[config.mk]
export PLATFORM = sky130hd
export DESIGN_NAME = page_wr_buf
export DESIGN_NICKNAME = d
export VERILOG_FILES = /design/src/rtl/pwb_pkg.sv /design/src/rtl/pwb_page_ctr.sv /design/src/rtl/pwb_buffer.sv /design/src/rtl/pwb_cycle_timer.sv /design/src/rtl/page_wr_buf.sv
export SDC_FILE = /design/constraint.sdc
export NUM_CORES = 1
export LEC_CHECK = 0
export BUFFER_PORTS_ARGS = -buffer_cell sky130_fd_sc_hd__buf_2
export CORE_MARGIN = 4
export CORE_UTILIZATION = 40
export CTS_CLUSTER_DIAMETER = 200
export DETAILED_ROUTE_END_ITERATION = 6
export PLACE_DENSITY_LB_ADDON = 0.3
export SYNTH_ARGS = -nofsm -noshare
export SYNTH_HDL_FRONTEND = slang
export SYNTH_SLANG_ARGS = --single-unit
[constraint.sdc]
create_clock -name clk_i -period 3.75 [get_ports clk_i]
set_input_delay 0 -clock clk_i [delete_from_list [all_inputs] [get_ports clk_i]]
set_output_delay 0 -clock clk_i [all_outputs]
set_load 0.05 [all_outputs]
[src/rtl/pwb_pkg.sv]
package pwb_pkg;
  typedef enum logic {ST_IDLE, ST_BUSY} cyc_st_e;
endpackage

[src/rtl/pwb_page_ctr.sv]
module pwb_page_ctr #(
  parameter int ADDR_W = 13,
  parameter int PAGE_W = 5
) (
  input  logic                     clk_i,
  input  logic                     rst_ni,
  input  logic                     load_i,
  input  logic [ADDR_W-1:0]        addr_i,
  input  logic                     step_i,
  output logic [ADDR_W-PAGE_W-1:0] page_o,
  output logic [PAGE_W-1:0]        off_o
);
  always_ff @(posedge clk_i or negedge rst_ni) begin
    if (!rst_ni) begin
      page_o <= '0;
      off_o  <= '0;
    end else if (load_i) begin
      page_o <= addr_i[ADDR_W-1:PAGE_W];
      off_o  <= addr_i[PAGE_W-1:0];
    end else if (step_i) begin
      off_o  <= off_o + 1'b1; // wraps inside page
    end
  end
endmodule

[src/rtl/pwb_buffer.sv]
module pwb_buffer #(
  parameter int PAGE_W = 5,
  parameter int DATA_W = 8
) (
  input  logic              clk_i,
  input  logic              rst_ni,
  input  logic              wr_i,
  input  logic [PAGE_W-1:0] wr_idx_i,
  input  logic [DATA_W-1:0] wr_data_i,
  input  logic              clr_i,
  input  logic [PAGE_W-1:0] rd_idx_i,
  output logic [DATA_W-1:0] rd_data_o,
  output logic              rd_vld_o,
  output logic              any_o
);
  localparam int ENTRIES = 1 << PAGE_W;

  logic [DATA_W-1:0]  mem_q [ENTRIES];
  logic [ENTRIES-1:0] vld_q;

  for (genvar g = 0; g < ENTRIES; g++) begin : g_ent
    logic hit;
    assign hit = wr_i && (wr_idx_i == PAGE_W'(g));
    always_ff @(posedge clk_i or negedge rst_ni) begin
      if (!rst_ni) begin
        mem_q[g] <= '0;
        vld_q[g] <= 1'b0;
      end else begin
        if (hit) mem_q[g] <= wr_data_i;
        if (clr_i)    vld_q[g] <= 1'b0;
        else if (hit) vld_q[g] <= 1'b1;
      end
    end
  end

  assign rd_data_o = mem_q[rd_idx_i];
  assign rd_vld_o  = vld_q[rd_idx_i];
  assign any_o     = |vld_q;
endmodule

[src/rtl/pwb_cycle_timer.sv]
module pwb_cycle_timer
  import pwb_pkg::*;
#(
  parameter int CYCLE_CLKS = 64,
  parameter int PAGE_W     = 5
) (
  input  logic              clk_i,
  input  logic              rst_ni,
  input  logic              launch_i,
  output logic              busy_o,
  output logic              done_o,
  output logic              scan_act_o,
  output logic [PAGE_W-1:0] scan_o
);
  localparam int CNT_W  = $clog2(CYCLE_CLKS) + 1;
  localparam int PAGES  = 1 << PAGE_W;

  cyc_st_e          st_q;
  logic [CNT_W-1:0] tmr_q;
  logic             last;

  assign last = (tmr_q == CNT_W'(CYCLE_CLKS - 1));

  always_ff @(posedge clk_i or negedge rst_ni) begin
    if (!rst_ni) begin
      st_q  <= ST_IDLE;
      tmr_q <= '0;
    end else begin
      case (st_q)
        ST_IDLE: if (launch_i) begin
          st_q  <= ST_BUSY;
          tmr_q <= '0;
        end
        ST_BUSY: begin
          if (last) st_q <= ST_IDLE;
          tmr_q <= tmr_q + 1'b1;
        end
        default: st_q <= ST_IDLE;
      endcase
    end
  end

  assign busy_o     = (st_q == ST_BUSY);
  assign done_o     = busy_o && last;
  assign scan_act_o = busy_o && (tmr_q < CNT_W'(PAGES));
  assign scan_o     = tmr_q[PAGE_W-1:0];
endmodule

[src/rtl/page_wr_buf.sv]
module page_wr_buf #(
  parameter int ADDR_W     = 13,
  parameter int PAGE_W     = 5,
  parameter int DATA_W     = 8,
  parameter int CYCLE_CLKS = 1250000
) (
  input  logic              clk_i,
  input  logic              rst_ni,
  input  logic              load_i,
  input  logic [ADDR_W-1:0] load_addr_i,
  input  logic              byte_vld_i,
  input  logic [DATA_W-1:0] byte_i,
  input  logic              stop_i,
  input  logic              grant_i,
  output logic              busy_o,
  output logic              arr_we_o,
  output logic [ADDR_W-1:0] arr_addr_o,
  output logic [DATA_W-1:0] arr_data_o
);
  localparam int HI_W = ADDR_W - PAGE_W;

  logic              busy, done, scan_act, rd_vld, any;
  logic              load_acc, byte_acc, stop_acc, launch, clr;
  logic [HI_W-1:0]   page;
  logic [PAGE_W-1:0] off, scan;
  logic [DATA_W-1:0] rd_data;

  // strobes are dropped while a cycle runs
  assign load_acc = load_i && !busy;
  assign byte_acc = byte_vld_i && !busy && !load_i;
  assign stop_acc = stop_i && !busy && !load_i && !byte_vld_i;
  assign launch   = stop_acc && grant_i && any;
  assign clr      = load_acc || (stop_acc && !launch) || done;

  pwb_page_ctr #(.ADDR_W(ADDR_W), .PAGE_W(PAGE_W)) u_ctr (
    .clk_i  (clk_i),
    .rst_ni (rst_ni),
    .load_i (load_acc),
    .addr_i (load_addr_i),
    .step_i (byte_acc),
    .page_o (page),
    .off_o  (off)
  );

  pwb_buffer #(.PAGE_W(PAGE_W), .DATA_W(DATA_W)) u_buf (
    .clk_i     (clk_i),
    .rst_ni    (rst_ni),
    .wr_i      (byte_acc),
    .wr_idx_i  (off),
    .wr_data_i (byte_i),
    .clr_i     (clr),
    .rd_idx_i  (scan),
    .rd_data_o (rd_data),
    .rd_vld_o  (rd_vld),
    .any_o     (any)
  );

  pwb_cycle_timer #(.CYCLE_CLKS(CYCLE_CLKS), .PAGE_W(PAGE_W)) u_tmr (
    .clk_i      (clk_i),
    .rst_ni     (rst_ni),
    .launch_i   (launch),
    .busy_o     (busy),
    .done_o     (done),
    .scan_act_o (scan_act),
    .scan_o     (scan)
  );

  assign busy_o     = busy;
  assign arr_we_o   = scan_act && rd_vld;
  assign arr_addr_o = {page, scan};
  assign arr_data_o = rd_data;
endmodule

**Yosys cells after proc, flatten, opt, wreduce, memory -nomap -nowiden**

Cells that the tools add are included.
Widths: inputs -> output; s select.

- Bits of input ports: 27
- Word-level logic and storage cells: 269
- Bits in registers: 324
- Output and inout port bits: 23

- Mux-type cells: 76
- Magnitude comparators: 3
- Bitwise gates (word level): 2
- Add/sub/neg operators: 2
- Equality and inequality tests: 33
- Reduce and logical (&&, ||, !) cells: 85

Operators by type and width:

| kind | number |
|---|---|
| $eq 5x5->1 const B | 16 |
| $mux 1 | 67 |
| $reduce_bool 2->1 | 33 |
| $logic_and 1x1->1 | 44 |
| $pmux 22 s2 | 1 |
| $bmux 8 s5 | 1 |
| $eq 5x4->1 const B | 8 |
| $reduce_or 32->1 | 1 |
| $add 22x1->22 const B | 1 |
| $eq 22x21->1 const B | 1 |
| $lt 22x6->1 const B | 1 |
| $mux 22 | 1 |
| $eq 5x3->1 const B | 4 |
| $mux 8 | 2 |
| $eq 5x2->1 const B | 2 |
| $mux 5 | 2 |
| $ge 6x6->1 const B | 1 |
| $lt 5x6->1 const B | 1 |
| $not 5->6 | 1 |
| $add 5x1->5 const B | 1 |
| $bmux 1 s5 | 1 |
| $eq 5x1->1 const B | 1 |
| $logic_not 5->1 | 1 |
| $logic_not 1->1 | 4 |
| 4 further kinds | 5 |

**Logic depth before layout (Yosys ltp)**

- Depth in word-level cells: 11
- Gate-level depth with buffers: 8
- Gate-level depth less buffers: 6

**Modules after synthesis**

From an unflattened synthesis, not the netlist that was laid out.

- Cell total of the unflattened synthesis: 984
- Area total of the unflattened synthesis: 14975.6 um^2

By module, submodules not included:

| module | instances | cells each | seq. area each (um^2) | area each (um^2) |
|---|---|---|---|---|
| pwb_buffer | 1 | 805 | 7206.9 | 13126.3 |
| pwb_cycle_timer | 1 | 130 | 575.6 | 1231.2 |
| pwb_page_ctr | 1 | 41 | 325.3 | 565.5 |
| page_wr_buf | 1 | 8 | 0.0 | 52.6 |

**Worst setup path after synthesis**

OpenSTA, ideal clock, no wires.

- Path type: register to output
- Start point: register u_tmr.tmr_q[0]
- End point: output port arr_data_o[0]
- Arrival time: 2.523 ns
- Stages on the path, launching flop included: 9
- Slack: 1.227 ns
- Required time: 3.750 ns
- Buffers on the path: 4
- Path through: dfrtp_1 > buf_6 > buf_6 > buf_4 > buf_4 > mux2i_1 > o221ai_1 > a21oi_1 > o31ai_1

- Longest elaborated chain between the ends: 4

Ends and longest elaborated chain:

| what | line | text |
|---|---|---|
| from (decl) | pwb_cycle_timer.sv:19 | `logic [CNT_W-1:0] tmr_q;` |
| from (signal assigned) | pwb_cycle_timer.sv:36 | `tmr_q <= tmr_q + 1'b1;` |
| $not 5->6 (not written as such) | pwb_buffer.sv:36 | `assign rd_data_o = mem_q[rd_idx_i];` |
| $bmux 8 s5 | pwb_buffer.sv:36 |  |
| $mux 8 (not written as such) (2 in a row) | pwb_buffer.sv:36 |  |
| to (decl) | page_wr_buf.sv:18 | `output logic [DATA_W-1:0] arr_data_o` |

Every way passes these cells. The select of a mux whose other input is x is not followed.

**Worst setup path in the final report**

- Start point: register u_tmr.tmr_q[1]
- End point: output port arr_we_o

- Longest elaborated chain between the ends: 3
- Elaborated cells between the ends (all ways): 5
- Those cells by class: 1 x order compare; 2 x mux; 2 x reduce/logical

Ends and longest elaborated chain:

| what | line | text |
|---|---|---|
| $lt 22x6->1 or $bmux 1 s5 (tied branches) | pwb_cycle_timer.sv:45, pwb_buffer.sv:37 |  |
| $logic_and 1x1->1 or $mux 1 (tied branches) | pwb_cycle_timer.sv:45, pwb_buffer.sv:37 |  |
| $logic_and 1x1->1 * | page_wr_buf.sv:69 | `assign arr_we_o = scan_act && rd_vld;` |
| to (decl) | page_wr_buf.sv:16 | `output logic arr_we_o,` |

Mark *: on every way between the ends. The rest lies on a longest branch, timed or not. The select of a mux whose other input is x is not followed.

==> impl_summary.log <==
[metrics] result of the run: completed
[metrics] detailed-route wire length per cell: 21.49 µm
[metrics] proportion of synthesized chip area in sequential cells: 50.95%
[metrics] number of rows in the core area: 72
[metrics] final global-route overflow total: 0
[metrics] global routing usage summed across all routing layers: 16.80%
[metrics] diodes inserted: 0
[metrics] hold violation count in the final report: 0
[metrics] violation count after the first detailed-routing iteration: 591
[metrics] startpoint type of the worst setup path: flip-flop
[metrics] # setup viols final: 0
[metrics] residual DRC count: 0
[metrics] initial standard-cell utilization of the core: 40.79%
[metrics] filler-free cell count of the finished design: 1686
[metrics] Post-synth ARST share: 100.0%
[metrics] Final TNS setup: 0 ns
[metrics] weighted congestion reported at the end of routability-driven placement: 0.8275
[metrics] total vias in the final route: 9307
[metrics] clock root buffer master: sky130_fd_sc_hd__clkbuf_16
[metrics] cell count after placement: 1607
[metrics] critical path fanouts, max: 47
[metrics] Syn-to-layout area delta: 11.68%
[metrics] number of routed nets with antenna violations: 0
[metrics] portion of total power attributed to combinational logic: 34.9%
[metrics] die extent in x: 207.5 µm
[metrics] Post-synth EDFFs: 0
[metrics] switch share: 34.85%
[metrics] max-slew violation total from the final report: 0
[metrics] share of cells above drive strength 1: 40.50%
[metrics] Max-cap violations: 0
[metrics] insertion delay to the later sink of the worst-skew pair: 0.53 ns
[metrics] yosys warns: 0
[metrics] count of pins on the block boundary: 50
[metrics] Clock Tree Buf Depth: 3
[metrics] detailed placer's ending HPWL: 23470 µm
[metrics] CTS tree: built
[metrics] Num Clock Sinks: 324
[metrics] Leakage: 0.008479 µW
[metrics] y dimension of the die: 207.5 µm
[metrics] wire length after detailed routing: 36230 µm
[metrics] final net count: 1178
[metrics] total nets after synthesis: 1138
[metrics] number of buffers added on ports: 49
[metrics] number of register bits inferred by synthesis: 324
[metrics] floorplan die area: 43040 µm²
[metrics] vias in the first global route: 9900
[metrics] Mapped Area: 15910 µm²
[metrics] average vias per placed instance: 5.520
[metrics] class of the tightest hold or removal check: input pin to flip-flop
[metrics] Cell Int Power: 8905 µW
[metrics] Avg Synthesized Cell Area: 14.41 µm²
[metrics] worst-margin pin slew: 1.142 ns
[metrics] total iterations of the first detailed-routing run: 5
[metrics] Net Sw Power: 4764 µW
[metrics] antenna violations before repair: 0
[metrics] worst IR drop on VDD: 580.5 µV
[metrics] worst slew margin relative to its limit: 23.88%
[metrics] time the worst path needs with I/O delays and setup: 3.356 ns
[metrics] clock-pin slew reported for the worst setup and hold paths after clock tree synthesis: 0.06 ns
[metrics] maximum clock rate: 0.2979 GHz
[metrics] register share of total power: 40.9%
[metrics] type of the setup path with the least slack: flip-flop to output port
[metrics] worst clock skew: 0.02648 ns
[metrics] H-Tree Level Count: 2
[metrics] Critical Path AT: 3.36 ns
[metrics] largest net degree at the start of global routing: 129
[metrics] number of clock buffers inserted by TritonCTS: 36
[metrics] quantity of gates resized following cts: 0
[metrics] kind of end point of the critical path: output port
[metrics] RSZ-0062 raised after global routing: no
[metrics] post-synthesis cell type count: 56
[metrics] wire length of the first global-routing pass: 58470 µm
[metrics] Worst EP required: 3.75 ns
[metrics] final critical-path share of the clock period: 89.50%
[metrics] Core Region: 39010 µm²
[metrics] power per unit of standard cell area: 769.1 nW/µm²
[metrics] Gate Count Post-Synth: 1104
[metrics] top_reg_cell synth: sky130_fd_sc_hd__dfrtp_1
[metrics] proportion of power drawn by the clock network: 24.1%
[worst paths after layout]
kind,from,end,slack [ns],cells after the start
max,u_tmr.tmr_q[1],arr_we_o,0.39,6
min,byte_vld_i,u_ctr.off_o[0],0.04,4
max reg2reg,u_tmr.busy_o,u_ctr.off_o[1],1.15,5
min reg2reg,u_ctr.page_o[5],u_ctr.page_o[5],0.48,2
max in group asynchronous,rst_ni,u_buf.mem_q[237],2.53,3
min in group asynchronous,rst_ni,u_buf.mem_q[124],0.15,2
[cell families (layout without fill, tap and decap cells)]
| group | Yosys count | after routing | share of synthesized area (%) |
|---|---|---|---|
| mux | 340 | 340 | 30.77 |
| flops | 324 | 324 | 50.95 |
| simple gates | 180 | 180 | 7.517 |
| compound gates | 119 | 119 | 5.433 |
| buf+inv | 117 | 181 | 3.845 |
| xor+xnor | 17 | 17 | 0.9357 |
| fa+ha+maj | 7 | 7 | 0.5504 |
[critical path, stage by stage, from the launching register on]
cell	delay [ns]
sky130_fd_sc_hd__dfrtp_4	0.91
sky130_fd_sc_hd__buf_4	0.50
sky130_fd_sc_hd__mux4_2	0.56
sky130_fd_sc_hd__a22oi_1	0.19
sky130_fd_sc_hd__nand4_1	0.16
sky130_fd_sc_hd__and3_1	0.31
sky130_fd_sc_hd__buf_2	0.21
[synthesized netlist by cell type, types with 3 or more instances]
library cell | count | area share, %
sky130_fd_sc_hd__dfrtp_1 | 324 | 51
sky130_fd_sc_hd__mux2_2 | 162 | 11
sky130_fd_sc_hd__mux2_4 | 96 | 9.1
sky130_fd_sc_hd__mux4_2 | 53 | 7.5
sky130_fd_sc_hd__nand2_1 | 48 | 1.1
sky130_fd_sc_hd__clkbuf_1 | 44 | 1.0
sky130_fd_sc_hd__inv_1 | 33 | 0.78
sky130_fd_sc_hd__a21boi_1 | 28 | 1.3
sky130_fd_sc_hd__a22o_1 | 24 | 1.3
sky130_fd_sc_hd__mux2i_1 | 20 | 1.3
sky130_fd_sc_hd__nor2_1 | 19 | 0.45
sky130_fd_sc_hd__buf_2 | 16 | 0.50
sky130_fd_sc_hd__and3_1 | 14 | 0.55
sky130_fd_sc_hd__nand4_1 | 13 | 0.51
sky130_fd_sc_hd__nor4_1 | 13 | 0.51
sky130_fd_sc_hd__nand2_2 | 12 | 0.47
sky130_fd_sc_hd__nand2_8 | 12 | 1.5
sky130_fd_sc_hd__o21ai_0 | 12 | 0.38
sky130_fd_sc_hd__and2_1 | 11 | 0.43
sky130_fd_sc_hd__buf_4 | 11 | 0.52
sky130_fd_sc_hd__nand3_1 | 11 | 0.35
sky130_fd_sc_hd__xor2_1 | 11 | 0.61
sky130_fd_sc_hd__a21oi_1 | 10 | 0.31
sky130_fd_sc_hd__mux4_1 | 9 | 1.5
sky130_fd_sc_hd__o221ai_1 | 9 | 0.50
sky130_fd_sc_hd__a211oi_1 | 8 | 0.38
sky130_fd_sc_hd__o21ai_1 | 8 | 0.25
sky130_fd_sc_hd__o31ai_1 | 8 | 0.38
sky130_fd_sc_hd__ha_1 | 7 | 0.55
sky130_fd_sc_hd__xnor2_1 | 6 | 0.33
sky130_fd_sc_hd__buf_12 | 5 | 0.63
sky130_fd_sc_hd__buf_6 | 4 | 0.28
sky130_fd_sc_hd__nor2b_1 | 4 | 0.16
sky130_fd_sc_hd__and3_4 | 3 | 0.21
sky130_fd_sc_hd__and4_1 | 3 | 0.17
sky130_fd_sc_hd__buf_1 | 3 | 0.071
sky130_fd_sc_hd__nand3_2 | 3 | 0.19
sky130_fd_sc_hd__nand4_2 | 3 | 0.24
sky130_fd_sc_hd__nor2_4 | 3 | 0.21
[power by group through the flow]
stage | clock network, µW | registers (µW) | logic (µW)
floorplan | 0 | 5310 | 3920
global placement | 0 | 5590 | 4700
detailed placement | 0 | 5620 | 4790
CTS | 3380 | 5590 | 4830
global route | 3550 | 5750 | 5120
finish | 3300 | 5600 | 4780
[state kept, by name, summed over array words and instances (netlist names)]
signal        flops
u_tmr.busy_o      1
u_tmr.tmr_q      22
u_buf.mem_q     256
u_ctr.page_o      8
u_ctr.off_o       5
u_buf.vld_q      32
[layer usage]
metal  routed length, µm  up-vias  GRT usage, %
met5                   0        -             0
met4                 607        0         4.013
met3                1370       41         2.418
met2               16370      177         25.63
met1               17880     4964         25.54
li1                    -     4125             -
[placed cells by master, fill, tap and decap left out, types with 4 or more instances in the layout]
| cell type | n |
|---|---|
| sky130_fd_sc_hd__nand2_2 | 12 |
| sky130_fd_sc_hd__o221ai_1 | 9 |
| sky130_fd_sc_hd__o31ai_1 | 8 |
| sky130_fd_sc_hd__clkbuf_16 | 37 |
| sky130_fd_sc_hd__nand3_1 | 11 |
| sky130_fd_sc_hd__ha_1 | 7 |
| sky130_fd_sc_hd__nor4_1 | 13 |
| sky130_fd_sc_hd__xor2_1 | 11 |
| sky130_fd_sc_hd__a211oi_1 | 8 |
| sky130_fd_sc_hd__mux2i_1 | 20 |
| sky130_fd_sc_hd__mux2_2 | 162 |
| sky130_fd_sc_hd__mux4_2 | 53 |
| sky130_fd_sc_hd__a22o_1 | 24 |
| sky130_fd_sc_hd__dfrtp_1 | 322 |
| sky130_fd_sc_hd__nand4_1 | 13 |
| sky130_fd_sc_hd__nand2_1 | 48 |
| sky130_fd_sc_hd__dlygate4sd3_1 | 17 |
| sky130_fd_sc_hd__mux4_1 | 9 |
| sky130_fd_sc_hd__a21oi_1 | 10 |
| sky130_fd_sc_hd__mux2_4 | 96 |
| sky130_fd_sc_hd__and3_1 | 14 |
| sky130_fd_sc_hd__clkbuf_1 | 13 |
| sky130_fd_sc_hd__o21ai_1 | 8 |
| sky130_fd_sc_hd__and2_1 | 11 |
| sky130_fd_sc_hd__clkinv_2 | 4 |
| sky130_fd_sc_hd__o21ai_0 | 12 |
| sky130_fd_sc_hd__nor2_1 | 19 |
| sky130_fd_sc_hd__a21boi_1 | 28 |
| sky130_fd_sc_hd__inv_1 | 33 |
| sky130_fd_sc_hd__buf_4 | 16 |
| sky130_fd_sc_hd__xnor2_1 | 6 |
| sky130_fd_sc_hd__nand2_8 | 12 |
| sky130_fd_sc_hd__buf_2 | 48 |
[through the flow]
step | hold slack (ns) | utilization, % | setup slack [ns] | power [µW] | instance area (µm²)
global placement | 0.1884 | 42.36 | 0.9123 | 10290 | 16520
CTS | 0.01766 | 45.56 | 0.3124 | 13800 | 17770
floorplan | -0.2956 | - | 1.227 | 9237 | 15910
detailed placement | 0.2039 | 42.36 | 0.8827 | 10410 | 16520
global route | 0.07864 | 45.56 | 0.2646 | 14420 | 17770
finish | 0.03647 | 45.56 | 0.3937 | 13670 | 17770
[layout make-up]
type | instances | area (µm²)
Sequential cell | 324 | 8115
Clock buffer | 53 | 1016
Fill cell | 3478 | 21240
Multi-Input combinational cell | 663 | 7198
Tap cell | 518 | 648.1
Timing Repair Buffer | 85 | 605.6
Inverter | 34 | 127.6
Clock inverter | 9 | 61.31
[timing repair]
| item | in CTS | in global routing |
|---|---|---|
| endpoints found under the hold margin | 135 | 0 |
| hold buffers | 17 | 0 |
| buffers inserted | 0 | 0 |
(Power assumes the default switching activity.)
